**config.mk**
```make
export PLATFORM = sky130hd
export DESIGN_NAME = cascade_mod5_pair
export DESIGN_NICKNAME = d
export VERILOG_FILES = /design/src/rtl/cascade_pkg.sv /design/src/rtl/mod_digit.sv /design/src/rtl/roll_glue.sv /design/src/rtl/cascade_mod5_pair.sv
export SDC_FILE = /design/constraint.sdc
export NUM_CORES = 1
export LEC_CHECK = 0
export CAP_MARGIN = 10
export CORE_AREA = 5 5 42 44
export CTS_CLUSTER_DIAMETER = 80
export DETAILED_ROUTE_END_ITERATION = 8
export DIE_AREA = 0 0 47 49
export PLACE_DENSITY_LB_ADDON = 0.05
export SLEW_MARGIN = 20
export SYNTH_ARGS = -nofsm -noshare
export SYNTH_HDL_FRONTEND = slang
export SYNTH_SLANG_ARGS = --single-unit
```
**constraint.sdc**
```tcl
create_clock -name clk_i -period 1.8 [get_ports clk_i]
set_clock_uncertainty 0.2 [all_clocks]
set_input_delay 0.54 -clock clk_i [delete_from_list [all_inputs] [get_ports clk_i]]
set_output_delay 0.54 -clock clk_i [all_outputs]
set_load 0.005 [all_outputs]
```
**src/rtl/cascade_pkg.sv**
```systemverilog
package cascade_pkg;
  localparam int unsigned DIGIT_MOD = 5;
  localparam int unsigned DIGIT_W   = $clog2(DIGIT_MOD);
  localparam int unsigned NUM_DIG   = 2;
  typedef logic [DIGIT_W-1:0] digit_t;
endpackage

```
**src/rtl/mod_digit.sv**
```systemverilog
module mod_digit #(
  parameter int unsigned MOD = 5,
  parameter int unsigned W   = $clog2(MOD)
) (
  input  logic         clk_i,
  input  logic         rst_ni,
  input  logic         en_i,
  output logic [W-1:0] q_o
);
  localparam logic [W-1:0] LAST = W'(MOD - 1);

  always_ff @(posedge clk_i) begin
    if (!rst_ni)     q_o <= '0;
    else if (en_i)   q_o <= (q_o == LAST) ? '0 : q_o + W'(1);
  end
endmodule

```
**src/rtl/roll_glue.sv**
```systemverilog
// Carry chain between digits.
//   en_i  digit[k-1]==LAST | en_o[k]
//   0     x                | 0
//   1     0                | 0
//   1     1                | 1
module roll_glue #(
  parameter int unsigned N   = 2,
  parameter int unsigned MOD = 5,
  parameter int unsigned W   = $clog2(MOD)
) (
  input  logic                en_i,
  input  logic [N-1:0][W-1:0] digits_i,
  output logic [N-1:0]        en_o
);
  localparam logic [W-1:0] LAST = W'(MOD - 1);

  assign en_o[0] = en_i;
  for (genvar k = 1; k < N; k++) begin : g_chain
    assign en_o[k] = en_o[k-1] & (digits_i[k-1] == LAST);
  end
endmodule

```
**src/rtl/cascade_mod5_pair.sv**
```systemverilog
module cascade_mod5_pair
  import cascade_pkg::*;
#(
  parameter int unsigned MOD = DIGIT_MOD,
  parameter int unsigned W   = $clog2(MOD)
) (
  input  logic         clk_i,
  input  logic         rst_ni,
  input  logic         en_i,
  output logic [W-1:0] q_hi_o,
  output logic [W-1:0] q_lo_o
);
  localparam int unsigned N = NUM_DIG;

  logic [N-1:0][W-1:0] digits;
  logic [N-1:0]        dig_en;

  roll_glue #(.N(N), .MOD(MOD), .W(W)) i_glue (
    .en_i     (en_i),
    .digits_i (digits),
    .en_o     (dig_en)
  );

  for (genvar k = 0; k < N; k++) begin : g_digit
    mod_digit #(.MOD(MOD), .W(W)) i_digit (
      .clk_i  (clk_i),
      .rst_ni (rst_ni),
      .en_i   (dig_en[k]),
      .q_o    (digits[k])
    );
  end

  assign q_lo_o = digits[0];
  assign q_hi_o = digits[N-1];
endmodule

```
## Word level (Yosys, flattened, before mapping)

Index checks and enable logic that the tools add are counted.

| word-level totals | value |
|---|---|
| word-level logic and storage cells | 9 |
| register bits after elaboration | 6 |

| cells by class | value |
|---|---|
| $add $sub $neg | 2 |
| bitwise gates (word level) | 1 |
| multiplexer cells | 2 |
| eq/ne operators | 2 |

Operators by type and width:

| cell | count |
|---|---|
| $add A3 B1 Y3 const B | 2 |
| $eq A3 B3 Y1 const B | 2 |
| $mux W3 | 2 |
| $and A1 B1 Y1 | 1 |

## Logic depth before layout (Yosys ltp)

Gate-level depths: netlist (run 1).

| depth | value |
|---|---|
| word-level depth | 2 |
| depth in mapped cells | 5 |
| gate-level depth less buffers | 5 |

## Cells and area by module

A second synthesis (run 1) with hierarchy kept.

| unflattened totals | value |
|---|---|
| cells, all modules | 36 |
| area, all modules | 330.3 µm² |

Modules (own cells, without submodules):

| module | instances | area each (µm²) | cells each |
|---|---|---|---|
| mod_digit | 2 | 155.1 | 17 |
| roll_glue | 1 | 20.0 | 2 |

## Worst setup path after synthesis (run 1)

Ideal clock, no wire load.

| path | value |
|---|---|
| kind | in2reg |
| from | input en_i |
| to | register g_digit[1].i_digit.q_o[0] |
| arrival time | 1105 ps |
| library setup time | 66 ps |
| data required time | 1534 ps |
| buffers on the path | 1 |
| cell stages on the path | 4 |
| slack | 429 ps |
| path through | buf_6 > nand3_4 > a211o_1 > a21boi_2 |

| between the ends | value |
|---|---|
| word-level cells in the longest chain between the ends | 1 |

Ends and longest elaborated chain:

| item | RTL line | source |
|---|---|---|
| start: declaration | cascade_mod5_pair.sv:9 | `input logic en_i,` |
| $and A1 B1 Y1 | roll_glue.sv:19 | `assign en_o[k] = en_o[k-1] & (digits_i[k-1] == LAST);` |
| end signal: assignment | mod_digit.sv:14 | `else if (en_i) q_o <= (q_o == LAST) ? '0 : q_o + W'(1);` |
| end: declaration | mod_digit.sv:8 | `output logic [W-1:0] q_o` |

No other way between the ends.
A chain may end at the register's enable or synchronous reset.

## Worst setup path after layout (run 1)

Same ends and word-level chain as after synthesis.

==> results.sh, run 1 <==
export IMPL_viasPerCell=4.42
export IMPL_routabilityCongestion=0.748
export IMPL_cp_endpoint="g_digit[1].i_digit.q_o[0]"
export IMPL_clk_latency_ns=0.25
export IMPL_die_area_mm2=0.00230
export IMPL_critPathKind="input port to flop"
export IMPL_final_seq_area_um2=125
export IMPL_cts_buffers_inserted=3
export IMPL_hold_path_class="flop to flop"
export IMPL_ys_warn_count=0
export IMPL_dpl_cell_area_um2=434
export IMPL_syn_avg_cell_area_um2=9.72
export IMPL_total_power_w=0.000311
export IMPL_route_detailed_drc=0
export IMPL_tightestPinTransition_ns=0.160
export IMPL_r2r_end="g_digit[1].i_digit.q_o[0]"
export IMPL_worstSetupStartpointType="input port"
export IMPL_cts_sinks=6
export IMPL_min_period_over_period_pct=88.3
export IMPL_max_freq_ghz=0.629
export IMPL_synth_seq_cells=6
export IMPL_grt_usage_pct=7.26
export IMPL_diodes=0
export IMPL_area_growth_pct=37.5
export IMPL_end_kind="flop"
export IMPL_wire_per_inst_um=10.4
export IMPL_critPathMaxFanout=5
export IMPL_gr_total_overflow=0
export IMPL_finalHoldViolations=0
export IMPL_power_density_mw_per_mm2=685
export IMPL_ys_types=16
export IMPL_ff2ff_setup_slack_ns=0.41
export IMPL_syn_inst=34
export IMPL_first_iter_violations=5
export IMPL_port_buffers=8
export IMPL_fillCellCount=158
export IMPL_largest_reg_flops=6
export IMPL_top_register="g_digit.i_digit.q_o"
export IMPL_tritoncts="yes"
export IMPL_ir_drop_v=0.000355
export IMPL_cts_setup_buffers=0
export IMPL_outcome="complete, no violations"
export IMPL_die_h_um=49
export IMPL_worstReg2RegStart="g_digit[0].i_digit.q_o[0]"
export IMPL_synth_net_count=41
export IMPL_cts_root_buf="clkbuf_4"
export IMPL_cap_viol_max_count=0
export IMPL_place_hpwl_um=517
export IMPL_grt_max_degree=6
export IMPL_layout_nets=55
export IMPL_arrival_ns=1.57
export IMPL_route_final_wire_length_um=645
export IMPL_die_w_um=47
export IMPL_ys_seq_area_share_pct=36.4
export IMPL_setup_viol=0
export IMPL_required_ns=1.78
export IMPL_core_area_mm2=0.00140
export IMPL_row_count=14
export IMPL_largestRegisters="g_digit.i_digit.q_o (6)"
export IMPL_slew_viol_final=0
export IMPL_fin_area_um2=454
export IMPL_timing_final_crit_period_ns=1.59
export IMPL_startpoint="en_i"
export IMPL_grt_setup_unrepaired="false"
export IMPL_cts_hold_buf=0
export IMPL_vias=274
export IMPL_cts_buffer_depth=2
export IMPL_pre_cts_ws_ns=-0.0349
export IMPL_antenna_found_initial=0
export IMPL_initial_core_util_pct=23.6
export IMPL_multi_input_area_um2=184
export IMPL_first_pass_iters=4
export IMPL_postRouteAntennaNets=0
export IMPL_syn_area_um2=330
export IMPL_first_global_vias=239
export IMPL_utilization_pct=32.4
export IMPL_cts_resized=10
export IMPL_layout_setup_ws_ns=0.211
export IMPL_max_slew_margin_pct=89.2
export IMPL_io_pins=9
export IMPL_clk_pin_slew_worst_paths_ns=0.05
export IMPL_htree_levels=1
export IMPL_p_leak_nw=0.207
export IMPL_grt_pass1_wl_um=1100
export IMPL_r2r_worst_path_cells=5
export IMPL_drive_above_1_share_pct=23.9
==> worst min path at each step <==
stage / depth (start not counted) / from / end / slack (ns)
global route: 2 / g_digit[1].i_digit.q_o[0] / g_digit[1].i_digit.q_o[0] / 0.33
CTS: 2 / g_digit[1].i_digit.q_o[0] / g_digit[1].i_digit.q_o[0] / 0.30
finish: 2 / g_digit[1].i_digit.q_o[0] / g_digit[1].i_digit.q_o[0] / 0.30
detailed placement: 2 / g_digit[1].i_digit.q_o[0] / g_digit[1].i_digit.q_o[0] / 0.32
global placement: 2 / g_digit[1].i_digit.q_o[0] / g_digit[1].i_digit.q_o[0] / 0.31
floorplan: 2 / g_digit[1].i_digit.q_o[0] / g_digit[1].i_digit.q_o[0] / 0.30
==> area by class of cell <==
type	count	share of cell area [%]
multi-input combinational	23	40.5
timing repair buffer	10	19.3
tap	16	4.41
sequential	6	27.5
clock buffer	3	4.96
inverter	4	3.31
==> worst max-delay path, cell delays in order <==
cell and delay, ns:
clkdlybuf4s50_1 0.52, nand3_4 0.11, a211o_1 0.29, a21boi_2 0.11
==> stage by stage <==
stage               cells  setup TNS, ns  hold slack [ns]
floorplan              34              0            0.305
finish                 62              0            0.297
detailed placement     59        -0.0349            0.323
CTS                    62              0            0.305
global placement       59        -0.0313            0.307
global route           62              0            0.327
==> metal layers <==
layer  GRT usage (%)  vias to the layer above  part of all wire, %
li1                -                      140                    -
met1            8.37                      124                   39
met2            8.37                        8                   48
met3            5.90                        2                   10
met4            5.53                        0                  2.0
met5               0                        -                    0
==> cells by family (layout without fill, tap and decap cells) <==
group | after synthesis | in the layout | share of synthesized area (%)
buf+inv | 5 | 17 | 7.95
simple gates | 9 | 9 | 16.3
flops | 6 | 6 | 36.4
mux | 2 | 2 | 6.06
xor+xnor | 1 | 1 | 2.65
compound gates | 7 | 7 | 15.5
fa+ha+maj | 4 | 4 | 15.2
==> power breakdown <==
| part | switching, W | leakage (nW) | total (W) | internal (W) |
|---|---|---|---|---|
| sequential | 0.00000461 | 0.0505 | 0.000144 | 0.000139 |
| clock | 0.0000499 | 0.0138 | 0.000125 | 0.0000755 |
| combinational | 0.0000199 | 0.143 | 0.0000419 | 0.0000220 |
==> Yosys cell counts <==
library cell / number / area share, %
dfxtp_1: 6 / 36
ha_1: 4 / 15
inv_1: 4 / 4.5
nand2_1: 3 / 3.4
nor2_1: 3 / 3.4
o21ai_0: 3 / 4.5
mux2i_1: 2 / 6.1
a211o_1: 1 / 2.7
a21boi_0: 1 / 2.3
a21boi_2: 1 / 3.4
a41oi_1: 1 / 2.7
buf_6: 1 / 3.4
nand3_4: 1 / 5.3
nand3b_1: 1 / 2.3
nor2b_1: 1 / 1.9
xnor2_1: 1 / 2.7
==> layout by cell type, fill, tap and decap left out <==
cell | synthesis | routed
a211o_1 | 1 | 1
a21boi_0 | 1 | 1
a21boi_2 | 1 | 1
a41oi_1 | 1 | 1
buf_4 | 0 | 2
clkbuf_4 | 0 | 3
clkdlybuf4s50_1 | 0 | 2
dfxtp_1 | 6 | 2
dfxtp_2 | 0 | 4
dlygate4sd2_1 | 0 | 6
ha_1 | 4 | 4
inv_1 | 4 | 4
mux2i_1 | 2 | 2
nand2_1 | 3 | 3
nand3_4 | 1 | 1
nand3b_1 | 1 | 1
nor2_1 | 3 | 3
nor2b_1 | 1 | 1
o21ai_0 | 3 | 3
xnor2_1 | 1 | 1
(Power assumes the default switching activity.)
==> run 2, diff against run 1 <==
Settings changed: ABC_CLOCK_PERIOD_IN_PS set to 1800, HOLD_SLACK_MARGIN set to 0.03, PLACE_DENSITY_LB_ADDON 0.05 to 0.3.
==> run 2 against run 1 <==
Effect of this change:
- worst setup slack improved by 0.011 ns
- fmax increased by 0.70%
- register-to-register slack got worse by 0.03 ns
- die area unchanged
- routed wire length decreased by 3.4%
- non-clock buffer count increased by 3
- via count increased by 0.36%
- cell count increased by 4.8%
- total power decreased by 0.41%
- critical path type is now flop to output port
- critical endpoint is now q_lo_o[0]
==> results.sh, run 2 (synthesized netlist as in run 1, its figures left out) <==
export IMPL_tightestPinTransition_ns=0.152
export IMPL_htree_levels=1
export IMPL_grt_max_degree=6
export IMPL_postRouteAntennaNets=0
export IMPL_cts_buffers_inserted=3
export IMPL_ff2ff_setup_slack_ns=0.38
export IMPL_critPathMaxFanout=4
export IMPL_grt_pass1_wl_um=1100
export IMPL_power_frac_comb_pct=13.3
export IMPL_swShare_pct=23.5
export IMPL_gr_total_overflow=0
export IMPL_pre_cts_ws_ns=-0.0262
export IMPL_max_slew_margin_pct=89.7
export IMPL_cts_sinks=6
export IMPL_area_growth_pct=44.7
export IMPL_holdPathStages=2
export IMPL_place_hpwl_um=479
export IMPL_final_common_cell="dlygate4sd2_1"
export IMPL_first_global_vias=282
export IMPL_most_common_layout_cells="dlygate4sd2_1 (6), dfxtp_2 (5), buf_4 (5)"
export IMPL_final_cells=65
export IMPL_clk_latency_ns=0.24
export IMPL_ir_drop_v=0.000337
export IMPL_tritoncts="yes"
export IMPL_die_w_um=47
export IMPL_crit_chain="dlygate4sd2_1"
export IMPL_io_pins=9
export IMPL_top_register="g_digit.i_digit.q_o"
export IMPL_row_count=14
export IMPL_port_buffers=8
export IMPL_viasPerCell=4.23
export IMPL_dp_cells=61
export IMPL_max_freq_ghz=0.634
export IMPL_vias=275
export IMPL_worstReg2RegStart="g_digit[0].i_digit.q_o[0]"
export IMPL_cp_endpoint="q_lo_o[0]"
export IMPL_intPower_w=0.000237
export IMPL_hold_path_class="flop to flop"
export IMPL_fillCellCount=161
export IMPL_grt_usage_pct=6.77
export IMPL_p_sw_w=0.0000730
export IMPL_whs_ns=0.307
export IMPL_cap_viol_max_count=0
export IMPL_outcome="complete, no violations"
export IMPL_startpoint="g_digit[0].i_digit.q_o[0]"
export IMPL_largest_reg_flops=6
export IMPL_setup_viol=0
export IMPL_first_pass_iters=3
export IMPL_critPathBufInv=1
export IMPL_route_detailed_drc=0
export IMPL_arrival_ns=0.84
export IMPL_antenna_found_initial=0
export IMPL_slew_viol_final=0
export IMPL_crit_cells=1
export IMPL_multi_input_area_um2=184
export IMPL_min_period_over_period_pct=87.6
export IMPL_slowest_delay_ns=0.35
export IMPL_critPathKind="flop to output port"
export IMPL_layout_nets=58
export IMPL_grt_setup_unrepaired="false"
export IMPL_end_kind="output port"
export IMPL_p_leak_nw=0.222
export IMPL_largestRegisters="g_digit.i_digit.q_o (6)"
export IMPL_cts_buffer_depth=2
export IMPL_route_final_wire_length_um=623
export IMPL_wire_per_inst_um=9.58
export IMPL_diodes=0
export IMPL_finalHoldViolations=0
export IMPL_initial_core_util_pct=23.6
export IMPL_core_area_mm2=0.00140
export IMPL_hp_start="g_digit[1].i_digit.q_o[2]"
export IMPL_clockPowerShare_pct=40.1
export IMPL_pwr_share_seq_pct=46.5
export IMPL_r2r_end="g_digit[1].i_digit.q_o[1]"
export IMPL_die_h_um=49
export IMPL_total_power_w=0.000310
export IMPL_drive_above_1_share_pct=30.6
export IMPL_cts_root_buf="clkbuf_4"
export IMPL_die_area_mm2=0.00230
export IMPL_r2r_worst_path_cells=6
export IMPL_worstSetupStartpointType="flop"
export IMPL_crit_path_top_delay_cell="dfxtp_2"
export IMPL_required_ns=1.06
export IMPL_layout_setup_ws_ns=0.222
export IMPL_final_seq_area_um2=126
export IMPL_routabilityCongestion=0.626
export IMPL_cp_top_family="flip-flops"
export IMPL_power_density_mw_per_mm2=649
export IMPL_clk_pin_slew_worst_paths_ns=0.05
export IMPL_timing_final_crit_period_ns=1.58
export IMPL_first_iter_violations=3
-- run 2: area by class of cell --
class	count	share of cell area, %
flip-flops and latches	6	26.4
inverters	4	3.14
well taps	16	4.19
repair buffers	13	23.0
clock buffers	3	4.71
multi-input cells	23	38.5
-- run 2: repair_timing --
action	4_1_cts	5_1_grt
buffers inserted	1	0
gates resized for setup	11	0
hold buffers	0	0
setup endpoints to repair	6	0
-- run 2: worst min path at each step --
stage	end	slack, ns
floorplan	g_digit[1].i_digit.q_o[0]	0.30
global placement	g_digit[1].i_digit.q_o[0]	0.32
detailed placement	g_digit[1].i_digit.q_o[0]	0.31
CTS	g_digit[1].i_digit.q_o[2]	0.31
global route	g_digit[1].i_digit.q_o[2]	0.33
finish	g_digit[1].i_digit.q_o[2]	0.31
-- run 2: layer usage --
| metal | vias to the layer above | global-route usage, % | part of all wire [%] | wire [um] |
|---|---|---|---|---|
| met4 | 0 | 5.53 | 0 | 0 |
| met5 | - | 0 | 0 | 0 |
| li1 | 144 | - | - | - |
| met3 | 0 | 2.21 | 3.9 | 24 |
| met1 | 126 | 8.17 | 51 | 317 |
| met2 | 5 | 9.28 | 45 | 281 |
-- run 2: metrics by stage --
step | utilization, % | cell area (um2) | setup TNS (ns)
after floorplan | - | 330 | 0
after global placement | 32.1 | 449 | -0.0471
after detailed placement | 32.1 | 449 | -0.0492
after CTS | 34.1 | 478 | 0
after global routing | 34.1 | 478 | 0
final | 34.1 | 478 | 0
-- run 2: worst register-to-register path, cell delays in order (launching register included) --
cell and delay (ns):
dfxtp_2 0.35, inv_1 0.05, ha_1 0.24, nand3_4 0.12, buf_4 0.12, mux2i_1 0.17
nor2b_1 0.06
-- run 2: power groups by stage --
stage	combinational, W	clock [W]	sequential, W
6_report	0.0000413	0.000124	0.000144
5_1_grt	0.0000462	0.000141	0.000145
2_1_floorplan	0.0000252	0	0.000146
4_1_cts	0.0000423	0.000130	0.000144
3_5_place_dp	0.0000447	0	0.000146
3_3_place_gp	0.0000447	0	0.000146
